<file path="src/rtl/rxdes_pkg.sv">
package rxdes_pkg;

    localparam int WORD_MAX   = 8;
    localparam int WORD_MIN   = 4;
    localparam int CNT_W      = $clog2(WORD_MAX) + 1;
    localparam int A_REPEAT   = 3;
    localparam int B_REPEAT   = 3;
    localparam logic [7:0] A_BYTE = 8'hF6;
    localparam logic [7:0] B_BYTE = 8'h28;
    localparam int PAT_BYTES  = A_REPEAT + B_REPEAT;
    localparam int PAT_W      = PAT_BYTES * 8;

    typedef enum logic [1:0] {
        HS_LOCKED  = 2'd0,
        HS_SEARCH  = 2'd1,
        HS_CONFIRM = 2'd2
    } hunt_state_t;

    function automatic logic [PAT_W-1:0] build_pattern();
        logic [PAT_W-1:0] p;
        p = '0;
        for (int i = 0; i < PAT_BYTES; i++) begin
            p = {p[PAT_W-9:0], (i < A_REPEAT) ? A_BYTE : B_BYTE};
        end
        return p;
    endfunction

    localparam logic [PAT_W-1:0] FRAME_PAT = build_pattern();

endpackage

</file>
<file path="src/rtl/rxdes_oof_sync.sv">
module rxdes_oof_sync #(
    parameter int STAGES = 2
) (
    input  logic clk,
    input  logic rst_n,
    input  logic async_in,
    output logic level_out,
    output logic rise_out
);
    logic [STAGES-1:0] chain_q;
    logic              prev_q;

    generate
        for (genvar s = 0; s < STAGES; s++) begin : g_stage
            if (s == 0) begin : g_first
                always_ff @(posedge clk or negedge rst_n) begin
                    if (!rst_n) chain_q[0] <= 1'b0;
                    else        chain_q[0] <= async_in;
                end
            end else begin : g_next
                always_ff @(posedge clk or negedge rst_n) begin
                    if (!rst_n) chain_q[s] <= 1'b0;
                    else        chain_q[s] <= chain_q[s-1];
                end
            end
        end
    endgenerate

    always_ff @(posedge clk or negedge rst_n) begin
        if (!rst_n) prev_q <= 1'b0;
        else        prev_q <= chain_q[STAGES-1];
    end

    assign level_out = chain_q[STAGES-1];
    assign rise_out  = chain_q[STAGES-1] & ~prev_q;

endmodule

</file>
<file path="src/rtl/rxdes_pattern_det.sv">
module rxdes_pattern_det
    import rxdes_pkg::*;
(
    input  logic clk,
    input  logic rst_n,
    input  logic bit_in,
    output logic match
);
    logic [PAT_W-1:0] hist_q;

    always_ff @(posedge clk or negedge rst_n) begin
        if (!rst_n) hist_q <= '0;
        else        hist_q <= {hist_q[PAT_W-2:0], bit_in};
    end

    assign match = (hist_q == FRAME_PAT);

endmodule

</file>
<file path="src/rtl/rxdes_hunt_fsm.sv">
module rxdes_hunt_fsm
    import rxdes_pkg::*;
(
    input  logic clk,
    input  logic rst_n,
    input  logic oof_level,
    input  logic oof_rise,
    input  logic match,
    output logic realign
);
    hunt_state_t state_q, state_d;

    always_ff @(posedge clk or negedge rst_n) begin
        if (!rst_n) state_q <= HS_LOCKED;
        else        state_q <= state_d;
    end

    always_comb begin
        state_d = state_q;
        unique case (state_q)
            HS_LOCKED:  if (oof_rise) state_d = HS_SEARCH;
            HS_SEARCH:  if (match) state_d = oof_level ? HS_CONFIRM : HS_LOCKED;
            HS_CONFIRM: if (!oof_level) state_d = HS_LOCKED;
            default:    state_d = HS_LOCKED;
        endcase
    end

    always_comb begin
        realign = 1'b0;
        unique case (state_q)
            HS_LOCKED:  realign = 1'b0;
            HS_SEARCH:  realign = match;
            HS_CONFIRM: realign = match;
            default:    realign = 1'b0;
        endcase
    end

    AST_ARM_ON_RISE: assert property (@(posedge clk) disable iff (!rst_n)
        (state_q == HS_LOCKED && oof_rise) |=> (state_q == HS_SEARCH));
    AST_LOCKED_NO_REALIGN: assert property (@(posedge clk) disable iff (!rst_n)
        (state_q == HS_LOCKED) |-> !realign);
    AST_CONFIRM_EXIT: assert property (@(posedge clk) disable iff (!rst_n)
        (state_q == HS_CONFIRM && !oof_level) |=> (state_q == HS_LOCKED));
    AST_SEARCH_HOLD: assert property (@(posedge clk) disable iff (!rst_n)
        (state_q == HS_SEARCH && !match) |=> (state_q == HS_SEARCH));

endmodule

</file>
<file path="src/rtl/rxdes_deser.sv">
module rxdes_deser
    import rxdes_pkg::*;
(
    input  logic                clk,
    input  logic                rst_n,
    input  logic                bit_in,
    input  logic                realign,
    input  logic                wide_sel,
    output logic [WORD_MAX-1:0] word_out,
    output logic                valid_out,
    output logic                frame_out
);
    logic [CNT_W-1:0]    cnt_q;
    logic [WORD_MAX-1:0] asm_q;
    logic                pend_q;
    logic [CNT_W-1:0]    last_idx;
    logic                done;
    logic [WORD_MAX-1:0] full_word;

    assign last_idx  = wide_sel ? CNT_W'(WORD_MAX - 1) : CNT_W'(WORD_MIN - 1);
    assign done      = (cnt_q >= last_idx);
    assign full_word = wide_sel ? {asm_q[WORD_MAX-2:0], bit_in}
                                : {{(WORD_MAX-WORD_MIN){1'b0}}, asm_q[WORD_MIN-2:0], bit_in};

    always_ff @(posedge clk or negedge rst_n) begin
        if (!rst_n) begin
            cnt_q     <= '0;
            asm_q     <= '0;
            pend_q    <= 1'b0;
            word_out  <= '0;
            valid_out <= 1'b0;
            frame_out <= 1'b0;
        end else if (realign) begin
            cnt_q     <= CNT_W'(1);
            asm_q     <= {{(WORD_MAX-1){1'b0}}, bit_in};
            pend_q    <= 1'b1;
            valid_out <= 1'b0;
            frame_out <= 1'b0;
        end else if (done) begin
            cnt_q     <= '0;
            asm_q     <= '0;
            pend_q    <= 1'b0;
            word_out  <= full_word;
            valid_out <= 1'b1;
            frame_out <= pend_q;
        end else begin
            cnt_q     <= cnt_q + CNT_W'(1);
            asm_q     <= {asm_q[WORD_MAX-2:0], bit_in};
            valid_out <= 1'b0;
            frame_out <= 1'b0;
        end
    end

    AST_FRAME_WITH_VALID: assert property (@(posedge clk) disable iff (!rst_n)
        frame_out |-> valid_out);
    AST_FRAME_SINGLE: assert property (@(posedge clk) disable iff (!rst_n)
        frame_out |=> !frame_out);
    AST_VALID_SINGLE: assert property (@(posedge clk) disable iff (!rst_n)
        valid_out |=> !valid_out);
    AST_REALIGN_WINS: assert property (@(posedge clk) disable iff (!rst_n)
        realign |=> !valid_out);
    AST_HOLD_WORD: assert property (@(posedge clk) disable iff (!rst_n)
        !valid_out |-> $stable(word_out));

endmodule

</file>
<file path="src/rtl/rxdes_top.sv">
module rxdes_top
    import rxdes_pkg::*;
(
    input  logic       clk_ser,
    input  logic       rst_n,
    input  logic       ser_in,
    input  logic       sd_a,
    input  logic       sd_b,
    input  logic       oof_in,
    input  logic       wide_sel,
    output logic [7:0] par_word,
    output logic       par_valid,
    output logic       frame_pulse
);
    logic gated_bit;
    logic oof_level;
    logic oof_rise;
    logic match;
    logic realign;

    // Exactly one signal-detect input high lets data through.
    assign gated_bit = ser_in & (sd_a ^ sd_b);

    rxdes_oof_sync #(.STAGES(2)) u_sync (
        .clk       (clk_ser),
        .rst_n     (rst_n),
        .async_in  (oof_in),
        .level_out (oof_level),
        .rise_out  (oof_rise)
    );

    rxdes_pattern_det u_pat (
        .clk    (clk_ser),
        .rst_n  (rst_n),
        .bit_in (gated_bit),
        .match  (match)
    );

    rxdes_hunt_fsm u_fsm (
        .clk       (clk_ser),
        .rst_n     (rst_n),
        .oof_level (oof_level),
        .oof_rise  (oof_rise),
        .match     (match),
        .realign   (realign)
    );

    rxdes_deser u_deser (
        .clk       (clk_ser),
        .rst_n     (rst_n),
        .bit_in    (gated_bit),
        .realign   (realign),
        .wide_sel  (wide_sel),
        .word_out  (par_word),
        .valid_out (par_valid),
        .frame_out (frame_pulse)
    );

    AST_NARROW_UPPER_ZERO: assert property (@(posedge clk_ser) disable iff (!rst_n)
        (!wide_sel && !realign && $past(!wide_sel)) |=> (!par_valid || par_word[7:4] == 4'h0));

endmodule

</file>
<file path="config.mk">
export PLATFORM = sky130hd
export DESIGN_NAME = rxdes_top
export DESIGN_NICKNAME = d
export VERILOG_FILES = /design/src/rtl/rxdes_pkg.sv /design/src/rtl/rxdes_oof_sync.sv /design/src/rtl/rxdes_pattern_det.sv /design/src/rtl/rxdes_hunt_fsm.sv /design/src/rtl/rxdes_deser.sv /design/src/rtl/rxdes_top.sv
export SDC_FILE = /design/constraint.sdc
export NUM_CORES = 1
export LEC_CHECK = 0
export BUFFER_PORTS_ARGS = -buffer_cell sky130_fd_sc_hd__buf_4
export CAP_MARGIN = 25
export CORE_ASPECT_RATIO = 1.2
export CORE_MARGIN = 2
export CORE_UTILIZATION = 40
export CTS_CLUSTER_SIZE = 20
export DETAILED_ROUTE_END_ITERATION = 16
export REMOVE_ABC_BUFFERS = 1
export SLEW_MARGIN = 20
export SYNTH_ARGS = -nofsm -noshare
export SYNTH_HDL_FRONTEND = slang
export SYNTH_SLANG_ARGS = --single-unit
</file>
<file path="constraint.sdc">
create_clock -name clk_ser -period 4.9 [get_ports clk_ser]
set_input_delay 0.245 -clock clk_ser [delete_from_list [all_inputs] [get_ports clk_ser]]
set_output_delay 0.245 -clock clk_ser [all_outputs]
set_load 0.005 [all_outputs]
</file>
After elaboration in Yosys (flattened, before gate mapping). Cells that the tools add are included.

Bits of input ports: 7. Register bits: 75. Output and inout port bits: 10. Word-level logic and storage cells: 47.

Bitwise logic cells: 5. Magnitude comparators: 1. Multiplexer cells: 18. $add $sub $neg: 1. Eq/ne operators: 6. Reduce and logical (&&, ||, !) cells: 5.

Operators by type and width (number): 48-bit equality test, second input constant (1); 7-bit 2-to-1 mux (2); 2-bit 2-to-1 mux (4); 4-bit 2-to-1 mux (2); 8-bit 2-to-1 mux (1); 1-bit 2-to-1 mux (7); 2-bit != test, second input constant (3); 2-bit one-hot mux with 3 select lines (1); 4-bit by 1-bit adder with 4-bit output, second input constant (1); 4-bit >= comparator (1); 3-bit 2-to-1 mux (1); 3-bit AND reduction (1); 1-bit AND (2); 2-bit by 1-bit equality test with 1-bit output, second input constant (1); 2-bit equality test, second input constant (1); 2-bit logical NOT (1); 1-bit inverter (2); 2-bit AND reduction (1); 2-bit nonzero test (1); 2-bit OR reduction (1); 1-bit bitwise XOR (1).

Depth between registers and ports, before layout.
Word-level depth: 5. Gate-level depth with buffers: 6.

Cells and area by module. Synthesis repeated with hierarchy kept, for this count alone.

Cell total of the unflattened synthesis: 150. Area, all modules: 2442.3 um^2.

By module, submodules not included: rxdes_pattern_det (area an instance 1337.5 um^2, cells an instance 64, seq. area each 1201.2 um^2, times used 1); rxdes_deser (area an instance 835.8 um^2, cells an instance 64, seq. area each 550.5 um^2, times used 1); rxdes_hunt_fsm (area an instance 165.2 um^2, cells an instance 16, seq. area each 50.0 um^2, times used 1); rxdes_oof_sync (area an instance 88.8 um^2, cells an instance 4, seq. area each 75.1 um^2, times used 1); rxdes_top (area an instance 15.0 um^2, cells an instance 2, seq. area each 0.0 um^2, times used 1).

Worst setup path after synthesis. Ideal clock, no wire load.

Path kind: register -> register. From: reg u_pat.hist_q[7]. To: reg u_deser.word_out[1]. Slack: 2.894 ns. Required time: 4.775 ns. Period minus slack after synthesis: 2.006 ns. Cell stages (with the launch flop): 7. Arrival: 1.880 ns. Path through: dfrtp_1 -> or4_4 -> nor4_4 -> nand4_2 -> nand2_2 -> buf_6 -> mux2_4.

Cells in the longest elaborated chain, start to end: 4.

RTL lines: start, declared (RTL line rxdes_pattern_det.sv:9) `logic [PAT_W-1:0] hist_q;`; start signal, assigned (RTL line rxdes_pattern_det.sv:13) `else hist_q <= {hist_q[PAT_W-2:0], bit_in};`; 48-bit equality test (RTL line rxdes_pattern_det.sv:16) `assign match = (hist_q == FRAME_PAT);`; 1-bit 2-to-1 mux (RTL line rxdes_hunt_fsm.sv:30) `unique case (state_q)`; 1-bit inverter (no source line); 2-bit AND reduction (no source line); end signal, assigned (RTL line rxdes_deser.sv:43) `word_out <= full_word;`; end, declared (RTL line rxdes_deser.sv:9) `output logic [WORD_MAX-1:0] word_out,`.

Every way passes these cells. A chain may end at the register's enable or synchronous reset.

Worst setup path after layout.
From: reg u_pat.hist_q[7]. To: reg u_deser.word_out[0].

The elaborated chain is that of the path after synthesis.

==> results.tsv <==
metric	value	unit
status	complete, no violations	
die area	6890	sq um
post-DP HPWL	2.75	mm
# port buffers	16	
maximum clock frequency	417	MHz
Num CTS Buffers	9	
IO Count	17	
pre-CTS setup slack	2500	ps
Layout area overhead	17.4	%
Synth top cells by count	dfrtp_1 (75), and3_1 (11), a22o_1 (6), inv_1 (6), ha_1 (5)	
Via density	4.86	
RSZ-0062 raised after global routing	false	
Placer Congestion	0.775	
Peak VDD IR	0.000261	V
clk_lat worst skew	340	ps
Power Density	505	nW/um^2
WP data required	5140	ps
Congestion Overflow GR	0	
Final Util	48.4	%
CP top delay family	simple AND/OR/NAND/NOR gates	
initial antenna violation count	0	
R2R Path Start	u_pat.hist_q[7]$_DFF_PN0_	
CTS tree	built	
vias post-DR	1284	
DRC viols	0	
CP Launch Type	flop	
first-iteration detailed-routing DRC count	102	
fin nets	189	
setup TNS	0	ps
largest net degree at the start of global routing	76	
dominant synthesized flop cell	dfrtp_1	
Post-Syn Area per Cell	16.5	sq um
final total power	1.48	mW
Post-DRT Antenna Nets	0	
EDFF count, synth	0	
Diodes inserted	0	
Setup WS post-layout	2500	ps
WS Path Type	reg2reg	
ranking of synthesized cells by area	dfrtp_1 (75%), and3_1 (2.8%), ha_1 (2.5%), a22o_1 (2.1%), mux2_4 (1.8%)	
die width	76.1	um
CP cell instances	or4_4 -> nor4_4 -> nand4_2 -> nand2_2 -> mux2_2	
top-count cell post-synth	dfrtp_1	
gr usage total	13.7	%
Period Utilization, post-route	48.9	%
Slew HR	40.8	%
CP endpoint kind	flop	
# rows	31	
share of layout cells above drive strength 1	22.5	%
R2R Setup Slk	2500	ps
Die Y	90.5	um
Clock Path Buffers	2	
Leak Pwr	1.46	nW
Placeable Area	6050	sq um
H-tree levels	3	
r2r endpoint	u_deser.word_out[0]$_DFFE_PN0P_	
starting density of the core	41.2	%
Yosys warnings	0	
Worst Reg2Reg Path Length in Cells	5	
global-route wire length before repair	7.15	mm
crit path max-delay cell type	or4_4	
maxcap violations	0	
#FFs+latches synth	75	
top cell type's share of synthesized area	75.2	%
Pins Over Slew Limit	0	
Root Driver	clkbuf_8	
crit path buf inv count	0	
Layout Skew	12.8	ps
Seq/Total Area, Yosys	75.2	%
mapped cell area	2490	sq um
crit-path max FO	15	
Routed WL per cell	15.7	um
Post-synth ARST share	100	%
DRT Pass-1 Iters	4	
fin crit period	2400	ps
WP data arrival	2630	ps
Final Hold Viols	0	
Clk pin slew, worst setup/hold paths	80	ps
Total Routed Length	4.14	mm
Synth cell types	35	
fillcell total	553	
slowest stage delay, CP	560	ps
Hold Crit Class	in2async	
Mapped Cells	151	
leading area contributor after synthesis	dfrtp_1	
Sink Count	75	
number of global-route vias before repair	1443	
Setup violations, final	0	
worst slew pin tran	889	ps
[worst register-to-register path, delay by kind of cell, from the launching register on]
| kind | cells | cell delay, ps |
|---|---|---|
| muxes | 1 | 370 |
| DFF | 1 | 380 |
| and+or+nand+nor | 4 | 1550 |
[power by group]
group / leakage (nW) / switching [mW] / internal [mW]
Combinational: 0.376 / 0.104 / 0.113
Sequential: 0.974 / 0.0531 / 0.705
Clock: 0.106 / 0.216 / 0.288
[placed cells by master, fill, tap and decap left out, types with 3 or more instances in the layout]
cell type   n
a22o_1      6
and3_1     11
buf_4      16
clkbuf_8    9
dfrtp_1    75
ha_1        5
inv_1       6
mux2_4      3
nand4_1     3
nand4b_1    3
nor2_1      4
nor4_1      3
or4bb_1     3
[metrics by stage]
| step | cell area (sq um) | hold slack, ps | instances |
|---|---|---|---|
| floorplan | 2480 | -50.6 | 149 |
| global placement | 2700 | 348 | 247 |
| detailed placement | 2700 | 336 | 247 |
| CTS | 2930 | 52.2 | 264 |
| global route | 2930 | 94.0 | 264 |
| finish | 2930 | 24.3 | 264 |
[worst max path at each step]
| stage | depth (start not counted) | from | slack, ps | to |
|---|---|---|---|---|
| 6_report | 5 | u_pat.hist_q[7]$_DFF_PN0_ | 2500 | u_deser.word_out[0]$_DFFE_PN0P_ |
| 5_1_grt | 5 | u_pat.hist_q[10]$_DFF_PN0_ | 2380 | u_deser.word_out[0]$_DFFE_PN0P_ |
| 4_1_cts | 5 | u_pat.hist_q[7]$_DFF_PN0_ | 2510 | u_deser.word_out[0]$_DFFE_PN0P_ |
| 3_5_place_dp | 5 | u_pat.hist_q[10]$_DFF_PN0_ | 2500 | u_deser.word_out[0]$_DFFE_PN0P_ |
| 3_3_place_gp | 5 | u_pat.hist_q[7]$_DFF_PN0_ | 2550 | u_deser.word_out[0]$_DFFE_PN0P_ |
| 2_1_floorplan | 5 | u_pat.hist_q[7]$_DFF_PN0_ | 2730 | u_deser.word_out[0]$_DFFE_PN0P_ |
[cell type report]
cell class / instances / area (sq um) / area share [%]
Clock buffer: 10 / 128 / 4.36
Clock inverter: 6 / 90.1 / 3.08
Inverter: 6 / 22.5 / 0.769
Multi-Input combinational cell: 68 / 579 / 19.8
Sequential cell: 75 / 1880 / 64.1
Tap cell: 82 / 103 / 3.50
Timing Repair Buffer: 17 / 130 / 4.44
[sequential cells by signal, indices dropped and copies added (netlist names)]
signal,count
u_sync.chain_q,1
u_deser.word_out,8
u_deser.valid_out,1
u_deser.asm_q,7
u_deser.frame_out,1
u_fsm.state_q,2
u_pat.hist_q,48
u_deser.pend_q,1
u_deser.cnt_q,4
u_sync.level_out,1
u_sync.prev_q,1
[metal layers]
metal	routed length [um]	vias to the layer above	global-route usage [%]
met4	43	0	5.00
li1	-	596	-
met1	1830	658	16.8
met3	162	5	5.60
met5	0	-	0
met2	2110	25	21.9
[logic make-up after synthesis]
kind of cell             Yosys count  synth area share (%)
XOR/XNOR                           2                 0.702
flip-flops                        75                  75.2
buffers and inverters              8                  1.55
AND/OR/NAND/NOR                   44                  13.5
AO/OA/AOI/OAI                     11                  3.36
multiplexers                       6                  3.16
adder cells (fa/ha/maj)            5                  2.51
[repair_timing]
item	in CTS	in global routing
endpoints found under the hold margin	1	0
setup endpoints to repair	0	0
setup buffers	0	0
hold buffers	1	0
resized for setup	0	0
(Power assumes the default switching activity.)
